$ cat config.mk
export PLATFORM = sky130hd
export DESIGN_NAME = twin_pred_mover
export DESIGN_NICKNAME = d
export VERILOG_FILES = /design/src/rtl/tpm_pkg.sv /design/src/rtl/tpm_skip_enc.sv /design/src/rtl/tpm_addr_gen.sv /design/src/rtl/twin_pred_mover.sv
export SDC_FILE = /design/constraint.sdc
export NUM_CORES = 1
export LEC_CHECK = 0
export ABC_AREA = 1
export BUFFER_PORTS_ARGS = -buffer_cell sky130_fd_sc_hd__buf_4
export CAP_MARGIN = 5
export CORE_MARGIN = 2
export CORE_UTILIZATION = 54
export DETAILED_ROUTE_END_ITERATION = 16
export PLACE_DENSITY = 0.78
export SYNTH_ARGS = -nofsm -noshare
export SYNTH_HDL_FRONTEND = slang
export SYNTH_HIERARCHICAL = 1
export SYNTH_SLANG_ARGS = --single-unit
$ cat constraint.sdc
create_clock -name clk -period 3.21 [get_ports clk]
set_input_delay 0.642 -clock clk [delete_from_list [all_inputs] [get_ports clk]]
set_output_delay 0.642 -clock clk [all_outputs]
set_load 0.01 [all_outputs]
$ cat src/rtl/tpm_pkg.sv
package tpm_pkg;
  typedef enum logic {
    ST_IDLE = 1'b0,
    ST_RUN  = 1'b1
  } tpm_state_t;
endpackage

$ cat src/rtl/tpm_skip_enc.sv
// Finds the next usable element index at or above pos. A scalar side keeps pos.
module tpm_skip_enc #(
  parameter int N  = 8,
  parameter int IW = $clog2(N + 1)
) (
  input  logic [N-1:0]  mask,
  input  logic [IW-1:0] pos,
  input  logic          is_vec,
  output logic [IW-1:0] idx
);
  always_comb begin
    if (!is_vec) begin
      idx = pos;
    end else begin
      idx = IW'(N);
      for (int k = N - 1; k >= 0; k--) begin
        if (mask[k] && (k >= int'(pos))) idx = IW'(k);
      end
    end
  end
endmodule

$ cat src/rtl/tpm_addr_gen.sv
// Register number = base + element offset, wrapped to the address width.
module tpm_addr_gen #(
  parameter int AW = 5,
  parameter int IW = 4
) (
  input  logic [AW-1:0] base,
  input  logic [IW-1:0] offs,
  output logic [AW-1:0] addr
);
  logic [AW+IW-1:0] sum;
  assign sum  = {{IW{1'b0}}, base} + {{AW{1'b0}}, offs};
  assign addr = sum[AW-1:0];
endmodule

$ cat src/rtl/twin_pred_mover.sv
module twin_pred_mover #(
  parameter int MAX_VL = 8,
  parameter int AW     = 5,
  localparam int IW    = $clog2(MAX_VL + 1)
) (
  input  logic              clk,
  input  logic              rst_n,
  input  logic              start,
  input  logic [AW-1:0]     src_base,
  input  logic [AW-1:0]     dst_base,
  input  logic              src_vec,
  input  logic              dst_vec,
  input  logic [MAX_VL-1:0] src_pred,
  input  logic [MAX_VL-1:0] dst_pred,
  input  logic [IW-1:0]     vl,
  output logic [AW-1:0]     rd_addr,
  output logic [AW-1:0]     wr_addr,
  output logic              wr_en,
  output logic [IW-1:0]     src_offs,
  output logic [IW-1:0]     dst_offs,
  output logic              done
);
  import tpm_pkg::*;

  tpm_state_t        state_q;
  logic [AW-1:0]     sbase_q, dbase_q;
  logic              svec_q, dvec_q;
  logic [MAX_VL-1:0] smask_q, dmask_q;
  logic [IW-1:0]     vl_q;
  logic [IW-1:0]     i_q, j_q;
  logic              done_q;

  logic [IW-1:0]     i_hit, j_hit;
  logic              running, step_ok, finish;

  // Per-side skip search, one cycle each
  tpm_skip_enc #(.N(MAX_VL), .IW(IW)) u_src_skip (
    .mask(smask_q), .pos(i_q), .is_vec(svec_q), .idx(i_hit)
  );
  tpm_skip_enc #(.N(MAX_VL), .IW(IW)) u_dst_skip (
    .mask(dmask_q), .pos(j_q), .is_vec(dvec_q), .idx(j_hit)
  );

  tpm_addr_gen #(.AW(AW), .IW(IW)) u_rd_addr (
    .base(sbase_q), .offs(i_hit), .addr(rd_addr)
  );
  tpm_addr_gen #(.AW(AW), .IW(IW)) u_wr_addr (
    .base(dbase_q), .offs(j_hit), .addr(wr_addr)
  );

  assign running  = (state_q == ST_RUN);
  assign step_ok  = (i_hit < vl_q) && (j_hit < vl_q);
  assign wr_en    = running && step_ok;
  // Ends when a search runs out, or after the single copy to a scalar target
  assign finish   = running && (!step_ok || !dvec_q);
  assign src_offs = running ? i_hit : i_q;
  assign dst_offs = running ? j_hit : j_q;
  assign done     = done_q;

  always_ff @(posedge clk or negedge rst_n) begin
    if (!rst_n) begin
      state_q <= ST_IDLE;
      sbase_q <= '0;
      dbase_q <= '0;
      svec_q  <= 1'b0;
      dvec_q  <= 1'b0;
      smask_q <= '0;
      dmask_q <= '0;
      vl_q    <= '0;
      i_q     <= '0;
      j_q     <= '0;
      done_q  <= 1'b0;
    end else begin
      done_q <= finish;
      if (!running) begin
        if (start) begin
          state_q <= ST_RUN;
          sbase_q <= src_base;
          dbase_q <= dst_base;
          svec_q  <= src_vec;
          dvec_q  <= dst_vec;
          smask_q <= src_pred;
          dmask_q <= dst_pred;
          vl_q    <= (vl > IW'(MAX_VL)) ? IW'(MAX_VL) : vl;
          i_q     <= '0;
          j_q     <= '0;
        end
      end else begin
        if (finish) state_q <= ST_IDLE;
        if (step_ok) begin
          i_q <= svec_q ? i_hit + IW'(1) : i_hit;
          j_q <= dvec_q ? j_hit + IW'(1) : j_hit;
        end
      end
    end
  end

  // A vector source copy lands on a predicated element
  p_src_pred_set_r2: assert property (@(posedge clk) disable iff (!rst_n)
    (wr_en && svec_q) |-> smask_q[src_offs]);
  p_dst_pred_set_r2: assert property (@(posedge clk) disable iff (!rst_n)
    (wr_en && dvec_q) |-> dmask_q[dst_offs]);
  p_scalar_dst_once_r4: assert property (@(posedge clk) disable iff (!rst_n)
    (wr_en && !dvec_q) |=> !wr_en);
  p_in_range_r6: assert property (@(posedge clk) disable iff (!rst_n)
    wr_en |-> ((src_offs < vl_q) && (dst_offs < vl_q)));
  p_done_pulse_r7: assert property (@(posedge clk) disable iff (!rst_n)
    done |=> !done);
  p_done_quiet_r7: assert property (@(posedge clk) disable iff (!rst_n)
    done |-> !wr_en);
  p_src_forward_r9: assert property (@(posedge clk) disable iff (!rst_n)
    (wr_en && svec_q) |=> (!wr_en || (src_offs > $past(src_offs))));
  p_dst_forward_r9: assert property (@(posedge clk) disable iff (!rst_n)
    (wr_en && dvec_q) |=> (!wr_en || (dst_offs > $past(dst_offs))));
endmodule

## Word-level counts from Yosys, hierarchy flattened

Index checks and enable logic that the tools add are counted.

- Output and inout bits: 20
- Word-level logic and storage cells: 92
- Bits of input ports: 35
- Register bits after elaboration: 42

- Mux-type cells: 31
- Bitwise logic cells: 1
- Order comparisons: 19
- Equality and inequality tests: 1
- $add $sub $neg: 4
- Reductions and logical operators: 25

Operators by type and width:

| kind | number |
|---|---|
| $mux 4 | 28 |
| $ge 3x4->1 const A | 8 |
| $logic_and 1x1->1 | 19 |
| $ge 1x4->1 const A | 4 |
| $ge 2x4->1 const A | 4 |
| $add 5x4->5 | 2 |
| $add 4x1->4 const B | 2 |
| $lt 4x4->1 | 2 |
| $gt 4x4->1 const B | 1 |
| $reduce_and 2->1 | 2 |
| $mux 1 | 3 |
| $logic_not 1->1 | 2 |
| $ne 2x1->1 const B | 1 |
| $reduce_bool 2->1 | 1 |
| $logic_or 1x1->1 | 1 |
| $not 1->1 | 1 |

## Depth between registers and ports, before layout

Gate-level depths: netlist (run 1).

- Word-level depth: 18
- Depth in mapped cells: 20
- Gate-level depth less buffers: 19

## By module

Netlist (run 1), hierarchy kept.

By module, submodules not included:

| module | area an instance (µm²) | cells each | times used | sequential area each (µm²) |
|---|---|---|---|---|
| twin_pred_mover | 2,064.5 | 249 | 1 | 1,051.0 |
| tpm_skip_enc | 205.2 | 49 | 2 | 0.0 |
| tpm_addr_gen | 193.9 | 34 | 2 | 0.0 |

## Worst setup path after synthesis (run 1)

OpenSTA, ideal clock, no wires.

- Kind: flip-flop to output port
- From: reg i_q[3]
- To: out rd_addr[4]
- Cell stages (with the launch flop): 16
- Path buffers: 0
- Data arrival time: 2.070 ns
- Path slack: 0.498 ns
- Data required time: 2.568 ns
- Path through: dfrtp_1 -> nor2_2 -> inv_1 -> nor3_1 -> inv_1 -> nand2_1 -> nand2_1 -> nand2_1 -> ha_1 -> inv_1 -> fa_1 -> inv_1 -> nand2_1 -> nand2_1 -> nand3_1 -> nand2_1

- Cells in the longest elaborated chain, start to end: 12
- Elaborated cells between the ends (all ways): 26
- Those cells by class: add/sub (1); order compare (8); mux (9); reduce/logical (8)

Ends and longest elaborated chain:

| what | line | source |
|---|---|---|
| start, declared | twin_pred_mover.sv:30 | `logic [IW-1:0] i_q, j_q;` |
| start signal, assigned | twin_pred_mover.sv:91 | `i_q <= svec_q ? i_hit + IW'(1) : i_hit;` |
| $ge 3x4->1 | tpm_skip_enc.sv:17 | `if (mask[k] && (k >= int'(pos))) idx = IW'(k);` |
| $logic_and 1x1->1 | tpm_skip_enc.sv:17 |  |
| $mux 4 (7 in a row) | tpm_skip_enc.sv:17 |  |
| $mux 4 * | tpm_skip_enc.sv:17 |  |
| $mux 4 * | tpm_skip_enc.sv:12 | `if (!is_vec) begin` |
| net i_hit[0] | twin_pred_mover.sv:33 | `logic [IW-1:0] i_hit, j_hit;` |
| $add 5x4->5 * | tpm_addr_gen.sv:11 | `assign sum = {{IW{1'b0}}, base} + {{AW{1'b0}}, offs};` |
| end, declared | twin_pred_mover.sv:16 | `output logic [AW-1:0] rd_addr,` |

Mark *: on every way through the listed nets, which the timed path passes. The rest lies on a longest branch.

## Worst setup path after layout (run 1)

- From: reg i_q[2]
- To: out rd_addr[4]

The elaborated chain is that of the path after synthesis.

==> run_results.csv, run 1 <==
group,metric,value,unit
route,wire_per_inst,12.41,µm
critical_path,r2r-end,"i_q[3]",
timing,finalSetupViolCount,0,
synth,yosysWarnings,6,
timing,maxSlewViolCount,0,
floorplan,die_y,76.81,µm
synth,synth-edff-count,0,
placement,place_hpwl,4741,µm
critical_path,crit_path_max_incr_delay,450,ps
critical_path,worstPathArrival,2430,ps
floorplan,die_w,76.81,µm
critical_path,cpLargestDelayFamily,"simple AND/OR/NAND/NOR gates",
synth,synth_largest_area_cell,"dfrtp_1",
timing,max_slew_margin,64.63,%
timing,fin_skew,10.89,ps
route,finalWirelength,6875,µm
global_routing,grt_pass1_vias,2504,
status,status,"finished, final reports clean",
synth,synthMuxAreaShare,0,%
clocking,insertion_delay,300,ps
finish,num-nets-final,536,
timing,tightest_slew,530.6,ps
route,via_per_inst,5.083,
synth,synth_cell_types,29,
clocking,clkTransAtPathRegs,70,ps
global_routing,grtUsageMet2,39.12,%
global_routing,globalRouteOverflowTotal,0,
finish,drive_gt1_share,25.62,%
route,drc_errors,0,
synth,synth_xor_area_share,2.448,%
synth,netlist_area,2863,µm²
timing,holdWs,316.9,ps
critical_path,required,2570,ps
timing,fmax,326.0,MHz
critical_path,worstReg2RegStart,"j_q[1]",
global_routing,use_met1,30.97,%
route,drt-initial-drc-count,171,
synth,yosys-top-cells-area,"dfrtp_1 (37%), nand2_1 (23%), inv_1 (7.1%)",
synth,synthArstFlopShare,100.0,%
finish,utilization,71.46,%
timing,post-route-period-util,95.57,%
global_routing,antenna_found_initial,0,
hold_path,hp-class,"input port to async pin",
clocking,postCtsHoldBufs,0,
timing,hold_violations,0,
synth,synth_compound_area_share,5.201,%
timing,fin_setup_tns,0,ps
finish,antenna_cells,0,
finish,area.sequential,1061,µm²
clocking,cts_made_buffers,5,
critical_path,criticalPathCategory,"flip-flop to output port",
timing,layout_min_cycle_time,3068,ps
floorplan,start_util,56.05,%
critical_path,cp_max_fo,6,
critical_path,r2r_slack,860,ps
floorplan,io_pins,55,
synth,synthSimpleGateAreaFrac,37.33,%
critical_path,path_cells,"nor2_4 -> inv_1 -> nor3_2 -> inv_1 -> nand2_1 -> nand2_2 -> nand2_4 -> ha_4 -> inv_1 -> fa_2 -> inv_1 -> nand2_1 -> nand2_1 -> nand3_1 -> nand2_1 -> buf_4",
floorplan,die_area,5900,µm²
power_and_ir_drop,ir_worst_vdd,0.4768,mV
power_and_ir_drop,powerDensity,1123,nW/µm²
floorplan,fp.coreArea,5107,µm²
synth,synth_top_family_by_area,"simple AND/OR/NAND/NOR gates",
synth,synth_top_area_share,36.71,%
placement,place_congestion,0.8627,
critical_path,critPathBufInv,5,
finish,area_growth,27.49,%
global_routing,grt_usage,23.33,%
global_routing,grt_max_degree,43,
power_and_ir_drop,p_leak,0.002029,µW
synth,ys_seq_area_share,36.71,%
clocking,root_buffer,"clkbuf_8",
route,drt_first_pass_iters,6,
critical_path,r2r_cells,15,
synth,synthesis.nets,468,
floorplan,rows,26,
synth,synth_area_per_cell,6.898,µm²
placement,io_buffer_count,54,
clocking,htreeDepth,2,
synth,synth_seq_cells,42,
synth,synth_fa_ha_area_share,8.392,%
global_routing,grt_busiest_layer,"met2",
clocking,cts.sinks,42,
critical_path,endpoint_kind,"output port",
synth,synthCells,415,
finish,nFillCells,417,
critical_path,crit_slowest_cell,"dfrtp_2",
synth,synth_flop_cell,"dfrtp_1",
finish,multi_input_area,1638,µm²
global_routing,grt_pass1_wl,11140,µm
clocking,cts_tree,"built",
route,postRouteAntennaNets,0,
job,drv_cap,0,
global_routing,gr-usage-met3,3.765,%
critical_path,worst_setup_path_start_kind,"flip-flop",
route,vias,2816,
clocking,cts_max_path_buffers,2,
worst max path at each step:
stage,depth (start not counted),to,from
final,16,rd_addr[4],i_q[2]
after global routing,14,wr_en,j_q[1]
after CTS,18,wr_addr[4],j_q[3]
after detailed placement,16,wr_addr[4],j_q[3]
after global placement,16,wr_addr[4],j_q[3]
after floorplan,15,rd_addr[4],i_q[3]
area by class of cell:
| class | count | area share [%] |
|---|---|---|
| Clock buffer | 5 | 1.885 |
| Clock inverter | 3 | 1.097 |
| Multi-Input combinational cell | 305 | 44.87 |
| Inverter | 57 | 5.862 |
| Tap cell | 70 | 2.400 |
| Sequential cell | 42 | 29.07 |
| Timing Repair Buffer | 72 | 14.81 |
state kept, by name, indices dropped and copies added, names as in the netlist:
register / count
i_q: 4
smask_q: 8
done: 1
sbase_q: 5
j_q: 4
dmask_q: 8
running: 1
dbase_q: 5
vl_q: 4
dvec_q: 1
svec_q: 1
cell usage in the layout (no fill, tap or decap), drive strengths merged, types with 2 or more instances in the layout:
| cell | instances |
|---|---|
| clkinv | 2 |
| nor2 | 23 |
| xor2 | 6 |
| nand3b | 2 |
| a21oi | 8 |
| fa | 2 |
| dfrtp | 42 |
| ha | 16 |
| o21ai | 16 |
| inv | 57 |
| buf | 72 |
| nand4 | 10 |
| nor3 | 2 |
| clkbuf | 5 |
| nand3 | 32 |
| xnor2 | 2 |
| nand2 | 182 |
| o22ai | 2 |
power by group:
group,total [µW],leakage [µW],switching (µW),internal (µW)
clock network,419,0.0000579,190,229
registers,963,0.000514,217,747
logic,2710,0.00146,1550,1170
repair_timing:
action	4_1_cts	5_1_grt
pin swaps	0	11
resized for setup	9	30
endpoints found under the setup margin	2	8
endpoints found under the hold margin	0	0
buffers inserted	0	13
Yosys cell counts (2+ instances only):
library cell,count
nand4_1,9
inv_1,54
o21ai_1,4
buf_2,7
nand2_2,2
inv_2,3
ha_1,16
fa_1,2
o22ai_1,2
o21ai_0,12
nand3_1,32
nor3_1,2
xnor2_1,2
dfrtp_1,42
xor2_1,6
nor2_1,19
a21oi_1,7
buf_6,2
nor2_2,3
nand2_1,179
nand3b_1,2
layer usage:
metal | wire, µm | share of wire (%) | vias to the layer above
met3 | 305 | 4.4 | 9
met5 | 0 | 0 | -
met2 | 3426 | 50 | 80
li1 | - | - | 1427
met4 | 74 | 1.1 | 0
met1 | 3070 | 45 | 1300
logic make-up after synthesis:
kind of cell / Yosys count
buffers and inverters: 68
and+or+nand+nor: 252
xor gates and xnor gates: 8
adders and majority gates: 18
AOI/OAI and AO/OA: 27
DFF: 42
stage by stage:
| stage | cell area, µm² | setup WS, ps | total power [µW] | instances |
|---|---|---|---|---|
| 2_1_floorplan | 2863 | 498.0 | 2645 | 415 |
| 3_3_place_gp | 3323 | 271.4 | 3316 | 533 |
| 3_5_place_dp | 3323 | 198.9 | 3374 | 533 |
| 4_1_cts | 3455 | -0.5065 | 3831 | 541 |
| 5_1_grt | 3650 | -21.32 | 4477 | 554 |
| 6_report | 3650 | 142.3 | 4097 | 554 |
Power figures use the tool's default switching activity.
==> inputs of run 2 (changes only) <==
--- a/config.mk
+++ b/config.mk
@@ -12,6 +12,7 @@
 export CORE_UTILIZATION = 54
 export DETAILED_ROUTE_END_ITERATION = 16
 export PLACE_DENSITY = 0.78
+export REMOVE_ABC_BUFFERS = 1
 export SYNTH_ARGS = -nofsm -noshare
 export SYNTH_HDL_FRONTEND = slang
 export SYNTH_HIERARCHICAL = 1
==> run_results.csv, run 2 (same netlist as run 1, synthesis figures left out) <==
group,metric,value,unit
status,status,"finished, final reports clean",
clocking,cts_max_path_buffers,2,
global_routing,grt_pass1_wl,11300,µm
clocking,root_buffer,"clkbuf_8",
power_and_ir_drop,powerDensity,1152,nW/µm²
finish,area_growth,27.45,%
critical_path,criticalPathCategory,"flip-flop to output port",
timing,hold_violations,0,
timing,max_slew_margin,63.68,%
critical_path,r2r_cells,14,
finish,drive_gt1_share,24.90,%
clocking,clkTransAtPathRegs,90,ps
clocking,cts.sinks,42,
timing,finalSetupViolCount,0,
timing,post-route-period-util,96.66,%
route,via_per_inst,5.109,
timing,fin_ws,107.2,ps
job,drv_cap,0,
clocking,htreeDepth,2,
timing,fin_skew,6.948,ps
finish,num-nets-final,534,
critical_path,cp_max_fo,10,
placement,dp_cells,532,
placement,pre_cts_ws,211.6,ps
timing,tightest_slew,544.7,ps
critical_path,worstPathArrival,2460,ps
floorplan,die_area,5900,µm²
floorplan,die_y,76.81,µm
timing,layout_min_cycle_time,3103,ps
placement,io_buffer_count,54,
timing,maxSlewViolCount,0,
hold_path,hp-class,"input port to async pin",
global_routing,grt_max_degree,43,
route,vias,2820,
finish,layout_common_cells,"nand2_1 (174), buf_4 (70), inv_1 (50)",
timing,fmax,322.3,MHz
finish,antenna_cells,0,
global_routing,grt_pass1_vias,2584,
finish,layout_commonest_cell,"nand2_1",
route,postRouteAntennaNets,0,
critical_path,endpoint_kind,"output port",
finish,design_area,3649,µm²
clocking,cts_tree,"built",
route,drt-initial-drc-count,207,
placement,place_hpwl,4438,µm
power_and_ir_drop,power,4205,µW
route,finalWirelength,6999,µm
clocking,postCtsHoldBufs,0,
critical_path,required,2570,ps
placement,dpl_cell_area,3316,µm²
global_routing,grt_usage,23.71,%
floorplan,io_pins,55,
floorplan,die_w,76.81,µm
placement,place_congestion,0.8550,
route,wire_per_inst,12.68,µm
timing,rsz0062_at_grt,"true",
power_and_ir_drop,p_leak,0.002030,µW
global_routing,antenna_found_initial,0,
floorplan,rows,26,
clocking,cts_made_buffers,5,
critical_path,worst_setup_path_start_kind,"flip-flop",
clocking,insertion_delay,300,ps
finish,reg_top3,"dmask_q: 8 flops, smask_q: 8 flops",
power_and_ir_drop,ir_worst_vdd,0.5867,mV
finish,instances_no_fill,552,
floorplan,fp.coreArea,5107,µm²
global_routing,globalRouteOverflowTotal,0,
floorplan,start_util,56.05,%
route,drc_errors,0,
route,drt_first_pass_iters,4,
[run 2: cell types whose count changed in the layout (fill, tap and decap cells not counted), sizes merged]
cell / change
buf: -2
bufinv: +1
clkbuf: +1
clkinv: -2
[run 2: critical path: stages (launching register included)]
cell and delay, ps:
dfrtp_2 470, o21ai_0 200, nand3_1 140, nand3_1 140, nand2_1 70, nand2_1 80
nand2_2 100, ha_1 300, o21ai_1 100, nand2_1 110, nand2_4 150, nand4_4 90
inv_1 90, buf_4 120
[run 2: final cells by class]
type / instances / area, µm²
repair buffers: 70 / 525.5
flip-flops and latches: 42 / 1061
clock buffers: 6 / 82.58
well taps: 70 / 87.58
inverters: 57 / 214.0
clock inverters: 2 / 60.06
multi-input cells: 305 / 1618
fillers: 430 / 1459
[run 2: metrics by stage]
step           hold WS [ps]  utilization [%]  setup TNS, ps
2_1_floorplan         346.4                -              0
6_report              315.7            71.44              0
3_3_place_gp          464.7            64.92              0
3_5_place_dp          469.6            64.92              0
5_1_grt               355.5            71.44         -181.9
4_1_cts               342.7            68.28         -1.758
[run 2: routing by layer]
layer	part of all wire [%]	GRT usage, %
met2	50	42.11
met4	2.1	8.909
met1	43	28.42
met3	4.5	4.353
met5	0	0
[run 2: final timing paths]
check / slack (ps) / to / start
setup / recovery: 110 / wr_en / i_q[0]
min in group clk: 480 / dmask_q[1] / dmask_q[1]
hold reg to reg: 480 / dmask_q[1] / dmask_q[1]
hold / removal: 320 / dbase_q[0] / rst_n
setup reg to reg: 790 / i_q[3] / i_q[0]
max in group asynchronous: 2480 / i_q[1] / rst_n
[run 2: what timing repair did]
item | in CTS | in global routing
gates resized for setup | 9 | 25
cloned | 0 | 0
buffers inserted | 1 | 11
pin swaps | 0 | 7
setup endpoints to repair | 3 | 9
[run 2: report_power, final]
group / switching, µW / internal, µW / total [µW] / leakage [µW]
sequential: 208 / 747 / 955 / 0.000514
clock: 196 / 332 / 528 / 0.0000714
combinational: 1560 / 1160 / 2720 / 0.00144
